## config.mk

```make
export PLATFORM = sky130hd
export DESIGN_NAME = tele_adder
export DESIGN_NICKNAME = d
export VERILOG_FILES = /design/src/rtl/tele_adder.sv
export SDC_FILE = /design/constraint.sdc
export NUM_CORES = 1
export LEC_CHECK = 0
export ABC_AREA = 1
export BUFFER_PORTS_ARGS = -buffer_cell sky130_fd_sc_hd__buf_2
export CELL_PAD_IN_SITES_DETAIL_PLACEMENT = 0
export CELL_PAD_IN_SITES_GLOBAL_PLACEMENT = 1
export CORE_UTILIZATION = 43
export DETAILED_ROUTE_END_ITERATION = 12
export GPL_ROUTABILITY_DRIVEN = 0
export GPL_TIMING_DRIVEN = 1
export PLACE_DENSITY_LB_ADDON = 0.1
export RECOVER_POWER = 25
export SYNTH_ARGS = -nofsm -noshare
export SYNTH_HDL_FRONTEND = slang
export SYNTH_SLANG_ARGS = --single-unit
```

## constraint.sdc

```tcl
create_clock -name clk -period 3.8 [get_ports clk]
set_clock_uncertainty 0.1 [all_clocks]
set_input_delay 0.76 -clock clk [delete_from_list [all_inputs] [get_ports clk]]
set_output_delay 0.76 -clock clk [all_outputs]
set_load 0.005 [all_outputs]
```

## src/rtl/tele_adder.sv

```systemverilog
module tele_adder #(
  parameter int W  = 64,
  parameter int SW = 16
) (
  input  logic         clk,
  input  logic         rst_n,
  input  logic         in_valid,
  output logic         in_stop,
  input  logic [W-1:0] in_a,
  input  logic [W-1:0] in_b,
  output logic         out_valid,
  input  logic         out_stop,
  output logic [W-1:0] out_sum
);
  localparam int HW = W - SW;

  logic          busy;
  logic          cy_q;
  logic [HW-1:0] ahi_q, bhi_q;
  logic          a_short, b_short, is_short, take, out_free;
  logic [SW:0]   short_sum, lo_full;
  logic [HW-1:0] hi_sum;

  assign a_short   = (&in_a[W-1:SW-1]) | ~(|in_a[W-1:SW-1]);
  assign b_short   = (&in_b[W-1:SW-1]) | ~(|in_b[W-1:SW-1]);
  assign is_short  = a_short & b_short;
  assign short_sum = {in_a[SW-1], in_a[SW-1:0]} + {in_b[SW-1], in_b[SW-1:0]};
  assign lo_full   = {1'b0, in_a[SW-1:0]} + {1'b0, in_b[SW-1:0]};
  assign hi_sum    = ahi_q + bhi_q + {{(HW-1){1'b0}}, cy_q};

  assign out_free = ~out_valid | ~out_stop;
  assign in_stop  = busy | ~out_free;
  assign take     = in_valid & ~in_stop;

  always_ff @(posedge clk or negedge rst_n) begin
    if (!rst_n) begin
      busy      <= 1'b0;
      cy_q      <= 1'b0;
      ahi_q     <= '0;
      bhi_q     <= '0;
      out_valid <= 1'b0;
      out_sum   <= '0;
    end else if (busy) begin
      out_sum[W-1:SW] <= hi_sum;
      out_valid       <= 1'b1;
      busy            <= 1'b0;
    end else if (take) begin
      if (is_short) begin
        out_sum   <= {{(W-SW-1){short_sum[SW]}}, short_sum};
        out_valid <= 1'b1;
      end else begin
        out_sum[SW-1:0] <= lo_full[SW-1:0];
        cy_q            <= lo_full[SW];
        ahi_q           <= in_a[W-1:SW];
        bhi_q           <= in_b[W-1:SW];
        busy            <= 1'b1;
        out_valid       <= 1'b0;
      end
    end else if (out_valid && !out_stop) begin
      out_valid <= 1'b0;
    end
  end

  a_r2_short_one_cycle: assert property (@(posedge clk) disable iff (!rst_n)
    (take && is_short) |=> (out_valid && out_sum == $past(in_a) + $past(in_b)));

  a_r3_long_gap: assert property (@(posedge clk) disable iff (!rst_n)
    (take && !is_short) |=> (!out_valid ##1 (out_valid && out_sum == $past(in_a, 2) + $past(in_b, 2))));

  a_r4_stop_while_long: assert property (@(posedge clk) disable iff (!rst_n)
    (take && !is_short) |=> in_stop);

  a_r5_hold_result: assert property (@(posedge clk) disable iff (!rst_n)
    (out_valid && out_stop) |=> (out_valid && $stable(out_sum)));

  a_r7_reset_idle: assert property (@(posedge clk)
    (!rst_n) |=> (!out_valid && !in_stop));
endmodule

```

## Word-level counts from Yosys, hierarchy flattened

Index checks and enable logic that the tools add are counted.

| word-level totals | value |
|---|---|
| ROM bits | 0 |
| bits in writable memories | 0 |
| bits in latches | 0 |
| input bits | 132 |
| output and inout bits | 66 |
| memories | 0 |
| word-level logic and storage cells | 48 |
| register bits | 163 |

| cells by class | value |
|---|---|
| $add $sub $neg | 4 |
| shifts and indexed selects | 0 |
| bitwise logic cells | 14 |
| $mul | 0 |
| equal/unequal tests | 0 |
| multiplexer cells | 11 |
| $lt $le $gt $ge | 0 |
| divide/modulo/power cells | 0 |
| reduce and logical (&&, ||, !) cells | 12 |

Operator list:

| kind | number |
|---|---|
| 49-bit AND reduction | 2 |
| 49-bit OR reduction | 2 |
| 48-bit two-way mux | 2 |
| 64-bit two-way mux | 1 |
| 48-bit by 1-bit adder with 48-bit output | 1 |
| 48-bit adder | 1 |
| 16-bit by 16-bit adder with 17-bit output | 2 |
| 16-bit two-way mux | 1 |
| 1-bit inverter | 8 |
| 1-bit two-way mux | 7 |
| 1-bit bitwise OR | 4 |
| 2-bit AND reduction | 2 |
| 2-bit nonzero test | 2 |
| 3-bit AND reduction | 1 |
| 3-bit nonzero test | 1 |
| 1-bit bitwise AND | 2 |
| 1-bit logical AND | 1 |
| 1-bit logical NOT | 1 |

## Depth between registers and ports, before layout

| depth | value |
|---|---|
| word-level depth | 8 |
| mapped depth | 17 |
| gate-level depth less buffers | 17 |

## Least setup slack after synthesis

OpenSTA, ideal clock, no wires.

| timing path | value |
|---|---|
| path kind | input port to flip-flop |
| start | input in_a[0] |
| end | register out_sum[16] |
| slack | 1168 ps |
| data required time | 3583 ps |
| arrival time | 2415 ps |
| path buffers | 2 |
| setup time | 117 ps |
| stages | 16 |
| path through | ha_1 -> fa_1 -> nand2_1 -> nand2_1 -> o21ai_2 -> o21ai_2 -> nand2_1 -> nand2_1 -> nand2_1 -> nand2_1 -> nand2_1 -> buf_6 -> buf_2 -> nand2_1 -> nand2_1 -> nand2_1 |

| on the way | value |
|---|---|
| longest elaborated chain between the ends | 4 |

RTL lines:

| element | RTL line | text |
|---|---|---|
| from (decl) | 9 | `input logic [W-1:0] in_a,` |
| 16-bit by 16-bit adder with 17-bit output | 27 | `assign short_sum = {in_a[SW-1], in_a[SW-1:0]} + {in_b[SW-1], in_b[SW-1:0]};` |
| 48-bit two-way mux | 48 | `if (is_short) begin` |
| 64-bit two-way mux | 47 | `end else if (take) begin` |
| 48-bit two-way mux | 43 | `end else if (busy) begin` |
| to (signal, indexed assignment) | 44 | `out_sum[W-1:SW] <= hi_sum;` |
| to (signal assigned) | 49 | `out_sum <= {{(W-SW-1){short_sum[SW]}}, short_sum};` |
| to (signal, indexed assignment) | 52 | `out_sum[SW-1:0] <= lo_full[SW-1:0];` |
| to (decl) | 13 | `output logic [W-1:0] out_sum` |

No other way between the ends. The select of a mux whose other input is x is not followed.
A chain may end at the register's enable or synchronous reset.

==> results.cfg <==
[setup_path]
critPathTopFamily = buffers and inverters
cp_slowest_stage_delay_ns = 1.24
critPathSlowestCell = clkbuf_2
path_buf_inv = 2
worstPathCellList = clkbuf_2, clkbuf_2
path_common_cell = clkbuf_2
arrival_ns = 3.03
path_class = input pin to async pin
cp-end-kind = async pin
crit_path_start_kind = input pin
worstPathRequired_ns = 4.11
crit_fanout = 68

[run_status]
status = complete, but fails checks
violations = max-capacitance violations, max-slew violations

[final_layout]
drive_gt1_share_pct = 12.0
final-seq-area_um2 = 4080
nets = 2277
final_cells = 2468
layout.filler_cells = 2964
multi_input_area_um2 = 6470
final_area_um2 = 13800
area_delta_synth_final_pct = 15.3

[routing]
wl_met2_um = 15200
routed-wl-met3_um = 2190
first_pass_iters = 5
wl_per_cell_um = 14.7
ant_nets = 0
wirelength_um = 36400
dr_total_vias = 11991
wl_met1_um = 18400
drt_iter0_drc = 893
top_layer = met5
avgViaCountPerCell = 4.86
drc_errors = 0

[sta]
fmax_mhz = 368
hold_slack_ns = 0.379
rsz0062_at_grt = false
worstMarginPinSlew_ns = 1.79
fin_crit_ns = 2.72
setup_viol = 0
drv_slew = 68
post-route-period-util_pct = 71.5
relSlewSlack_pct = -19.6
finalHoldViolations = 0
finalSetupTns_ns = 0

[place]
dpl_cell_area_um2 = 13300
dp_hpwl_um = 28700
port_buffers = 197
placed_cells = 2433

[clocking]
cts_root_buffer = clkbuf_16
cts_resized = 0
cts.clk_slew.worst_paths_ns = 0.08
clk_path_buf_depth = 2
numCtsBuffers = 17
clk-insertion-delay-late_ns = 0.45
clock_sinks = 163
h-tree-depth = 4
cts_tree = yes
hold_buffers = 0
postCtsSetupRepairBufs = 0

[die]
dieArea_um2 = 28600
start_util_pct = 44.2
fp-row-count = 60
core_um2 = 27200
die_width_um = 169
die_h_um = 169
num_io_pins = 198

[power]
ir_drop_v = 0.000238
p_leak_uw = 0.00825
power_density_nw_per_um2 = 538

[logic_synthesis]
ys_types = 34
syn_nets = 2099
seq_area_frac_synth_pct = 34.0
synth_top_area_cell = dfrtp_1
netlist.area_leader.share_pct = 34.0
syn_inst = 1902
synth_area_leaders = dfrtp_1, nand2_1, inv_1
yosysWarnings = 0
syn_avg_cell_area_um2 = 6.32
ys_ff_latch = 163
syn_area_um2 = 12000

[global_routing]
grt_pass1_wl_um = 58500
grt_usage_pct = 26.1
gr-total-overflow = 0
grt_antenna_before_repair = 8
grt_max_degree = 82
grt_pass1_vias = 11428

[flow_run]
cap_violations = 1

[worst_hold_path]
hold_path.class = flop to flop
-- state kept, by name, summed over array words and instances (netlist names) --
| signal | flops |
|---|---|
| out_sum | 64 |
| out_valid | 1 |
| busy | 1 |
| bhi_q | 48 |
| ahi_q | 48 |
| cy_q | 1 |
-- routing by layer --
layer / vias to the layer above / track usage, %
li1: 6276 / -
met1: 5338 / 37.6
met2: 331 / 40.0
met3: 40 / 5.41
met4: 6 / 6.07
met5: - / 0
-- cell usage in the layout (no fill, tap or decap), types with 3 or more instances in the layout --
| master | instances |
|---|---|
| nand3_1 | 140 |
| buf_2 | 196 |
| fa_1 | 3 |
| buf_4 | 8 |
| a21o_1 | 3 |
| inv_6 | 5 |
| nand2_1 | 811 |
| a21oi_1 | 56 |
| nand3b_1 | 4 |
| nor4_1 | 17 |
| dfrtp_1 | 163 |
| inv_8 | 4 |
| xor2_1 | 9 |
| nor2_1 | 115 |
| ha_1 | 62 |
| diode_2 | 3 |
| clkbuf_16 | 17 |
| inv_1 | 303 |
| nand4_1 | 36 |
| xnor2_1 | 4 |
| clkinv_8 | 3 |
| o21bai_1 | 6 |
| nor3_1 | 21 |
| o21ai_0 | 72 |
| or2_2 | 3 |
| o21ai_1 | 11 |
-- layout make-up --
class / count / share of cell area, %
multi-input cells: 1385 / 46.7
flip-flops and latches: 163 / 29.5
clock buffers: 18 / 3.17
repair buffers: 208 / 7.88
inverters: 305 / 8.27
well taps: 372 / 3.36
clock inverters: 14 / 1.12
diodes: 3 / 0.0542
-- report_power, final --
| group | internal, µW | switching, µW |
|---|---|---|
| clock | 903 | 900 |
| sequential | 2160 | 274 |
| combinational | 1140 | 2070 |
| total | 4200 | 3250 |
-- Yosys cell counts --
cell type and instances:
ha_1 62, buf_6 12, buf_4 10, or2_2 3
nand2_1 811, o21ai_1 11, nand2_2 3, o31ai_1 2
o21ai_0 72, buf_2 11, fa_1 3, inv_2 1
dfrtp_1 163, nor3_1 21, o21a_1 1, and2_1 1
nor4_1 17, o21ai_2 2, buf_1 4, nor2_1 115
clkbuf_1 12, a21oi_1 56, a21o_1 3, xnor2_1 4
nand3_2 1, xor2_1 9, clkinv_1 1, a31oi_1 1
nand4_1 36, inv_1 303, nand3b_1 4, or3_1 1
nand3_1 140, o21bai_1 6
-- cells by family (layout without fill, tap and decap cells) --
family	count (synthesis)	in the layout	synth area share, %
AND/OR/NAND/NOR	1153	1153	39.2
buffers and inverters	354	545	12.2
flip-flops	163	163	34.0
AO/OA/AOI/OAI	154	154	6.74
adder cells (fa/ha/maj)	65	65	6.96
XOR/XNOR	13	13	0.948
other	0	3	0
-- worst paths after layout --
| path | startpoint | endpoint | slack (ns) | depth (start not counted) |
|---|---|---|---|---|
| worst max-delay path | rst_n | out_sum[50] | 1.08 | 2 |
| worst min-delay path | out_sum[0] | out_sum[0] | 0.38 | 2 |
| worst max register to register | cy_q | out_sum[48] | 1.09 | 17 |
| worst min register to register | out_sum[0] | out_sum[0] | 0.38 | 2 |
| max in group clk | cy_q | out_sum[48] | 1.09 | 17 |
| min in group asynchronous | rst_n | out_sum[17] | 0.67 | 1 |
-- worst register-to-register path, stage by stage, from the launching register on --
cell and delay (ns):
dfrtp_1 0.39, fa_1 0.33, inv_1 0.09, fa_1 0.36, inv_1 0.13, nand2_1 0.06
nand2_1 0.12, nand3_1 0.08, nand2_1 0.14, nand2_1 0.10, nand3_1 0.21, nand2_1 0.11
nand2_1 0.07, nand2_1 0.05, nand3_1 0.10, nand2_1 0.06, nand2_1 0.07, nand2_1 0.05
-- stage by stage --
| step | utilization [%] | setup slack [ns] | power, µW |
|---|---|---|---|
| global route | 51.0 | 0.518 | 8040 |
| detailed placement | 48.8 | 0.636 | 5640 |
| CTS | 51.0 | 1.10 | 7460 |
| floorplan | - | 1.17 | 4560 |
| finish | 51.0 | 1.08 | 7440 |
| global placement | 48.8 | 0.708 | 5620 |
No activity file was read; power rests on OpenSTA's default activity.
